### src/rtl/tmr_pkg.sv
package tmr_pkg;
   typedef enum logic [1:0] {
      MD_PRE13  = 2'b00,
      MD_W16    = 2'b01,
      MD_RELOAD = 2'b10,
      MD_SPLIT  = 2'b11
   } tmr_mode_e;

   typedef struct packed {
      logic      gate;
      logic      ext;
      tmr_mode_e md;
   } tmr_cfg_t;
endpackage

### src/rtl/tmr_edge.sv
module tmr_edge (
   input  logic clk,
   input  logic rst_n,
   input  logic mc_en,
   input  logic din,
   output logic fall
);
   logic smp_q;

   always_ff @(posedge clk) begin
      if (!rst_n)     smp_q <= 1'b0;
      else if (mc_en) smp_q <= din;
   end

   assign fall = mc_en & smp_q & ~din;
endmodule

### src/rtl/tmr_chan.sv
module tmr_chan
   import tmr_pkg::*;
#(
   parameter int BYTE_W   = 8,
   parameter int PRE_W    = 5,
   parameter bit SPLIT_OK = 1'b0
) (
   input  logic              clk,
   input  logic              rst_n,
   input  logic              mc_en,
   input  tmr_cfg_t          cfg,
   input  logic              run,
   input  logic              gin,
   input  logic              fall,
   input  logic              aux_run,
   input  logic              wr_lo,
   input  logic              wr_hi,
   input  logic [BYTE_W-1:0] wr_data,
   output logic [BYTE_W-1:0] lo_q,
   output logic [BYTE_W-1:0] hi_q,
   output logic              ovf_main,
   output logic              ovf_aux
);
   localparam int WIDE_W = 2 * BYTE_W;

   if (PRE_W >= BYTE_W) begin : g_bad_pre
      $error("PRE_W must be narrower than BYTE_W");
   end

   logic              cnt_ok;
   logic              aux_tick;
   logic              wr_any;
   logic [BYTE_W-1:0] lo_d, hi_d;
   logic [WIDE_W-1:0] wide_nx;

   assign cnt_ok  = mc_en & run & (~cfg.gate | gin) & (cfg.ext ? fall : 1'b1);
   assign wr_any  = wr_lo | wr_hi;
   assign wide_nx = {hi_q, lo_q} + 1'b1;

   if (SPLIT_OK) begin : g_split
      assign aux_tick = mc_en & aux_run;
   end else begin : g_nosplit
      logic unused_aux;
      assign unused_aux = aux_run;
      assign aux_tick   = 1'b0;
   end

   always_comb begin
      lo_d     = lo_q;
      hi_d     = hi_q;
      ovf_main = 1'b0;
      ovf_aux  = 1'b0;
      if (wr_any) begin
         if (wr_lo) lo_d = wr_data;
         if (wr_hi) hi_d = wr_data;
      end else begin
         case (cfg.md)
            MD_PRE13: if (cnt_ok) begin
               if (&lo_q[PRE_W-1:0]) begin
                  lo_d[PRE_W-1:0] = '0;
                  hi_d            = hi_q + 1'b1;
                  ovf_main        = &hi_q;
               end else begin
                  lo_d[PRE_W-1:0] = lo_q[PRE_W-1:0] + 1'b1;
               end
            end
            MD_W16: if (cnt_ok) begin
               {hi_d, lo_d} = wide_nx;
               ovf_main     = &{hi_q, lo_q};
            end
            MD_RELOAD: if (cnt_ok) begin
               if (&lo_q) begin
                  lo_d     = hi_q;
                  ovf_main = 1'b1;
               end else begin
                  lo_d = lo_q + 1'b1;
               end
            end
            MD_SPLIT: if (SPLIT_OK) begin
               if (cnt_ok) begin
                  lo_d     = lo_q + 1'b1;
                  ovf_main = &lo_q;
               end
               if (aux_tick) begin
                  hi_d    = hi_q + 1'b1;
                  ovf_aux = &hi_q;
               end
            end
         endcase
      end
   end

   always_ff @(posedge clk) begin
      if (!rst_n) begin
         lo_q <= '0;
         hi_q <= '0;
      end else begin
         lo_q <= lo_d;
         hi_q <= hi_d;
      end
   end

   a_r2_idle_hold: assert property (@(posedge clk) disable iff (!rst_n)
      (!mc_en && !wr_any) |=> ($stable(lo_q) && $stable(hi_q)));

   a_r2_gate_closed: assert property (@(posedge clk) disable iff (!rst_n)
      (cfg.gate && !gin && cfg.md != MD_SPLIT && !wr_any) |=> $stable({hi_q, lo_q}));

   a_r5_top_bits: assert property (@(posedge clk) disable iff (!rst_n)
      (cfg.md == MD_PRE13 && !wr_lo) |=> $stable(lo_q[BYTE_W-1:PRE_W]));

   a_r7_reload: assert property (@(posedge clk) disable iff (!rst_n)
      (cfg.md == MD_RELOAD && ovf_main) |=> (lo_q == $past(hi_q)));

   a_r7_hi_kept: assert property (@(posedge clk) disable iff (!rst_n)
      (cfg.md == MD_RELOAD && !wr_hi) |=> $stable(hi_q));

   if (SPLIT_OK) begin : g_chk_split
      a_r8_aux_timer: assert property (@(posedge clk) disable iff (!rst_n)
         (cfg.md == MD_SPLIT && !wr_any && mc_en && aux_run) |=> (hi_q == $past(hi_q) + 1'b1));
   end else begin : g_chk_stop
      a_r9_frozen: assert property (@(posedge clk) disable iff (!rst_n)
         (cfg.md == MD_SPLIT && !wr_any) |=> $stable({hi_q, lo_q}));
   end
endmodule

### src/rtl/tmr_pair.sv
module tmr_pair
   import tmr_pkg::*;
#(
   parameter int BYTE_W = 8,
   parameter int PRE_W  = 5
) (
   input  logic              clk,
   input  logic              rst_n,
   input  logic              mc_en,
   input  logic [3:0]        cfg0,
   input  logic [3:0]        cfg1,
   input  logic              run0,
   input  logic              run1,
   input  logic              cnt_in0,
   input  logic              cnt_in1,
   input  logic              gate_in0,
   input  logic              gate_in1,
   input  logic              wr_en,
   input  logic [1:0]        wr_sel,
   input  logic [BYTE_W-1:0] wr_data,
   input  logic [1:0]        rd_sel,
   output logic [BYTE_W-1:0] rd_data,
   input  logic [1:0]        flag_clr,
   output logic              ovf0,
   output logic              ovf1
);
   localparam int NCH = 2;

   if ($bits(tmr_cfg_t) != 4) begin : g_bad_cfg
      $error("configuration nibble must be 4 bits");
   end

   tmr_cfg_t          cfg_v  [NCH];
   logic [NCH-1:0]    run_v, cin_v, gin_v, fall_v, main_ovf, aux_ovf;
   logic [BYTE_W-1:0] lo_v   [NCH];
   logic [BYTE_W-1:0] hi_v   [NCH];
   logic              split0, set0, set1, unused_aux1;

   assign cfg_v[0] = tmr_cfg_t'(cfg0);
   assign cfg_v[1] = tmr_cfg_t'(cfg1);
   assign run_v    = {run1, run0};
   assign cin_v    = {cnt_in1, cnt_in0};
   assign gin_v    = {gate_in1, gate_in0};

   for (genvar ch = 0; ch < NCH; ch++) begin : g_ch
      logic sel_ch;
      assign sel_ch = wr_en & (wr_sel[1] == ch[0]);

      tmr_edge i_edge (
         .clk   (clk),
         .rst_n (rst_n),
         .mc_en (mc_en),
         .din   (cin_v[ch]),
         .fall  (fall_v[ch])
      );

      tmr_chan #(
         .BYTE_W   (BYTE_W),
         .PRE_W    (PRE_W),
         .SPLIT_OK (ch == 0)
      ) i_chan (
         .clk      (clk),
         .rst_n    (rst_n),
         .mc_en    (mc_en),
         .cfg      (cfg_v[ch]),
         .run      (run_v[ch]),
         .gin      (gin_v[ch]),
         .fall     (fall_v[ch]),
         .aux_run  (run1),
         .wr_lo    (sel_ch & ~wr_sel[0]),
         .wr_hi    (sel_ch & wr_sel[0]),
         .wr_data  (wr_data),
         .lo_q     (lo_v[ch]),
         .hi_q     (hi_v[ch]),
         .ovf_main (main_ovf[ch]),
         .ovf_aux  (aux_ovf[ch])
      );
   end

   assign unused_aux1 = aux_ovf[1];
   assign split0      = (cfg_v[0].md == MD_SPLIT);
   assign set0        = main_ovf[0];
   assign set1        = split0 ? aux_ovf[0] : main_ovf[1];

   always_ff @(posedge clk) begin
      if (!rst_n) begin
         ovf0 <= 1'b0;
         ovf1 <= 1'b0;
      end else begin
         ovf0 <= set0 | (ovf0 & ~flag_clr[0]);
         ovf1 <= set1 | (ovf1 & ~flag_clr[1]);
      end
   end

   always_comb begin
      rd_data = rd_sel[0] ? hi_v[rd_sel[1]] : lo_v[rd_sel[1]];
   end

   a_r11_set_wins: assert property (@(posedge clk) disable iff (!rst_n)
      main_ovf[0] |=> ovf0);

   a_r11_clear: assert property (@(posedge clk) disable iff (!rst_n)
      (flag_clr[0] && !main_ovf[0]) |=> !ovf0);

   a_r9_no_ch1_flag: assert property (@(posedge clk) disable iff (!rst_n)
      (split0 && !aux_ovf[0] && !ovf1) |=> !ovf1);

   a_r8_aux_flag: assert property (@(posedge clk) disable iff (!rst_n)
      (split0 && aux_ovf[0]) |=> ovf1);
endmodule

### config.mk
export PLATFORM = sky130hd
export DESIGN_NAME = tmr_pair
export DESIGN_NICKNAME = d
export VERILOG_FILES = /design/src/rtl/tmr_pkg.sv /design/src/rtl/tmr_edge.sv /design/src/rtl/tmr_chan.sv /design/src/rtl/tmr_pair.sv
export SDC_FILE = /design/constraint.sdc
export NUM_CORES = 1
export LEC_CHECK = 0
export ABC_AREA = 1
export BUFFER_PORTS_ARGS = -buffer_cell sky130_fd_sc_hd__buf_2
export CORE_MARGIN = 3
export CORE_UTILIZATION = 47
export CTS_BUF_LIST = sky130_fd_sc_hd__clkbuf_16
export DETAILED_ROUTE_END_ITERATION = 8
export HOLD_SLACK_MARGIN = 0.05
export PLACE_DENSITY_LB_ADDON = 0.08
export RECOVER_POWER = 50
export REMOVE_ABC_BUFFERS = 1
export SETUP_SLACK_MARGIN = 0.2
export SLEW_MARGIN = 15
export SYNTH_ARGS = -nofsm -noshare
export SYNTH_HDL_FRONTEND = slang
export SYNTH_SLANG_ARGS = --single-unit
### constraint.sdc
create_clock -name clk -period 1.72 [get_ports clk]
set_input_delay 0.344 -clock clk [delete_from_list [all_inputs] [get_ports clk]]
set_output_delay 0.344 -clock clk [all_outputs]
set_load 0.05 [all_outputs]
==> impl_results.md <==
- Clock Power Share: 25.9%
- Antenna diodes: 0
- Syn Inst Count: 639
- Detailed-route wire length: 12,700 µm
- Die X: 92.4 µm
- Critical path, cell by cell: ha_4, nand2_4, nor2_4, ha_4, inv_2, nand2_2, a21oi_2, a21oi_4, nand2_4, nand2_1, nand2_1, a21oi_1
- Met2 Wirelength: 5740 µm
- Failing checks: negative setup slack
- DR vias: 4,527
- Multi-input gate area: 2820 µm²
- GRT Util Overall: 28.8%
- Vias in the first global route: 4,119
- Final WS setup: -3.28 ps
- Setup repair after global routing missed its margin: true
- Minimum clock period: 1720 ps
- DRT antenna net count: 0
- Nets: 782
- Yosys warning count: 0
- Layout cells sized above 1: 33.7%
- Worst-path clk slew: 60 ps
- Global route total overflow: 0
- Worst Hold Class: in -> reg
- Vias per cell: 5.45
- Synth Cell Area: 3510 µm²
- Final Power: 3.37 mW
- DR iter-0 viols: 399
- H-tree lvl count: 2
- Core area: 7020 µm²
- Mux share of post-synthesis cell area: 0%
- Simple-Gate Fraction of Synth Area: 43.5%
- Final Hold Fails: 0
- Post-Syn Area per Cell: 5.49 µm²
- Placed insts: 803
- Status: complete, but fails checks
- Max Root-Sink Buffers: 2
- Least-Margin Pin Slew: 421 ps
- Hold Buf Count CTS: 0
- WL met3: 1160 µm
- Final non-filler cell total: 831
- I/O Pins: 42
- First-pass iteration count of the detailed router: 5
- Slew margin rel.: 71.9%
- Initial Utilization: 50.0%
- CTS tree: built
- Crit path largest cell delay: 370 ps
- Avg WL per Cell: 15.3 µm
- FILL cells: 631
- FF+latch count, synth: 36
- Maximum clock rate: 580 MHz
- Gpl congestion: 0.931
- Largest family of logic cells by synthesized area: simple AND/OR/NAND/NOR gates
- Part of the power in combinational logic: 43.1%
- Data required, critical path: 1920 ps
- First-pass GRT wire length: 19,900 µm
- CTS root buffer: clkbuf_16
- Sw frac: 39.8%
- Initial antenna violation count: 0
- Total CTS buffers: 5
- Post-DP HPWL: 8820 µm
- Seq pwr share: 31.0%
- Worst Path Arrival: 1930 ps
- Slowest cell on crit path: dfxtp_4
- Largest net degree at the start of global routing: 21
- CP endpoint kind: register
- Pre-CTS WS: -68.5 ps
- Pint: 2.03 mW
- Layout-stage area growth over the synthesis result: 41.7%
- Dpl cell area: 4090 µm²
- Peak VDD IR: 0.365 mV
- Port Buffers: 41
- Net Sw Power: 1.34 mW
- Die Y: 92.4 µm
- MaxCap Viol Count: 0
- Kind of critical path: reg -> reg
- Final setup fails: 2
- Die Footprint: 8540 µm²
- Crit path launch type: register
- Post-route clock skew: 2.50 ps
- DRC viols: 0
- Register Area: 754 µm²
- Clock Sinks: 36
- P per Cell Area: 677 nW/µm²
- Count of pins over their slew limit: 0
- Xor-xnor portion of the synthesized cell area: 1.25%
- Top sig layer: met4
- Adder-Cell Fraction of Synth Area: 5.35%
- Clock network latency to the later pin of the worst-skew pair: 280 ps
- Yosys cell types: 31
- Lkg Pwr: 2.44 nW
- Row count: 30
- Register area share after synthesis: 20.5%
- WHS: 308 ps
- Area fraction in compound gates after synthesis: 17.4%
- Cell area after layout: 4970 µm²
- Final period utilization: 100%
- Met1 Routed Length: 5570 µm
- CP Max Fanout: 8
## synth_stat cells (all sizes together)
cell type | instances | share of area [%]
nand2 | 195 | 21
nor2 | 96 | 11
inv | 86 | 9.2
a21oi | 72 | 11
nand3 | 50 | 7.3
o21ai | 37 | 5.3
dfxtp | 36 | 21
ha | 15 | 5.3
nor3 | 11 | 1.7
clkbuf | 10 | 1.1
buf | 8 | 1.7
nand4 | 7 | 1.2
xor2 | 5 | 1.2
a22oi | 3 | 0.64
nand3b | 3 | 0.64
nor3b | 1 | 0.21
o2111ai | 1 | 0.25
o21a | 1 | 0.21
o22ai | 1 | 0.18
o31ai | 1 | 0.21
## sequential cells by signal (all words and copies together) (netlist names)
signal / flops
ovf1: 1
g_ch.i_chan.lo_q: 16
g_ch.i_edge.smp_q: 2
g_ch.i_chan.hi_q: 16
ovf0: 1
## metrics by stage
stage / TNS, ps / utilization [%]
3_5_place_dp: -613 / 58.3
6_report: -4.81 / 70.9
5_1_grt: -393 / 70.9
3_3_place_gp: -46.7 / 58.3
4_1_cts: 0 / 66.2
2_1_floorplan: -1510 / -
## final cells by class
class                      instances  area share [%]
multi-input combinational        501            56.6
tap                               96            2.42
sequential                        36            15.2
timing repair inverter             1           0.151
inverter                          86            6.87
timing repair buffer             104            16.1
clock buffer                       5            2.52
clock inverter                     2           0.176
## worst max-delay path, delay by kind of cell, from the launching register on
family,cells,cell delay [ps]
simple gates,6,530
compound gates,3,390
flops,1,370
fa+ha+maj,2,320
buf+inv,1,40
## metal layers
layer  track usage, %  vias up
met5                0        -
met4             6.68        0
met2             44.8      240
met3             6.34       26
met1             40.3     2025
li1                 -     2236
## power by group through the flow
| stage | clock network [mW] | registers, mW | logic [mW] |
|---|---|---|---|
| floorplan | 0 | 1.03 | 0.706 |
| global placement | 0 | 1.04 | 1.07 |
| detailed placement | 0 | 1.04 | 1.09 |
| CTS | 0.876 | 1.03 | 1.29 |
| global route | 0.923 | 1.05 | 1.59 |
| finish | 0.870 | 1.04 | 1.45 |
## logic make-up after synthesis
kind of cell    Yosys count
flops                    36
simple gates            363
fa+ha+maj                15
xor+xnor                  5
buf+inv                 104
compound gates          116
## path summary, 6_finish.rpt
| check | start | endpoint | slack, ps | cells past startpoint |
|---|---|---|---|---|
| worst max-delay path | g_ch[1].i_chan.lo_q[0] | g_ch[1].i_chan.hi_q[7] | -3 | 12 |
| worst min-delay path | cnt_in1 | g_ch[1].i_edge.smp_q | 310 | 3 |
| worst max register to register | g_ch[1].i_chan.lo_q[0] | g_ch[1].i_chan.hi_q[7] | -3 | 12 |
| worst min register to register | g_ch[0].i_edge.smp_q | g_ch[0].i_edge.smp_q | 450 | 2 |
## what timing repair did
action,4_1_cts,5_1_grt
hold endpoints to repair,0,0
pin swaps,34,23
resized for setup,104,88
setup endpoints to repair,36,42
buffers inserted,14,3
gates cloned,4,0
## cells in the final DEF (no fill, tap or decap), types with 2 or more instances in the layout
| master | netlist | final |
|---|---|---|
| a21oi_1 | 69 | 44 |
| a21oi_2 | 3 | 26 |
| a21oi_4 | 0 | 2 |
| a22oi_1 | 3 | 2 |
| buf_12 | 0 | 2 |
| buf_2 | 3 | 31 |
| buf_4 | 1 | 57 |
| buf_6 | 3 | 12 |
| clkbuf_16 | 0 | 5 |
| clkinvlp_4 | 0 | 2 |
| dfxtp_1 | 36 | 19 |
| dfxtp_2 | 0 | 12 |
| dfxtp_4 | 0 | 5 |
| ha_1 | 15 | 11 |
| ha_4 | 0 | 4 |
| inv_1 | 85 | 73 |
| inv_2 | 1 | 7 |
| inv_4 | 0 | 6 |
| nand2_1 | 186 | 162 |
| nand2_2 | 9 | 26 |
| nand2_4 | 0 | 9 |
| nand3_1 | 49 | 43 |
| nand3_2 | 1 | 6 |
| nand3b_1 | 3 | 3 |
| nand4_1 | 7 | 7 |
| nor2_1 | 92 | 80 |
| nor2_2 | 1 | 8 |
| nor2_4 | 3 | 8 |
| nor3_1 | 10 | 9 |
| nor3_2 | 1 | 2 |
| o21ai_0 | 36 | 20 |
| o21ai_1 | 1 | 5 |
| o21ai_2 | 0 | 10 |
| o21ai_4 | 0 | 2 |
| xor2_1 | 5 | 5 |
(Power assumes the default switching activity.)
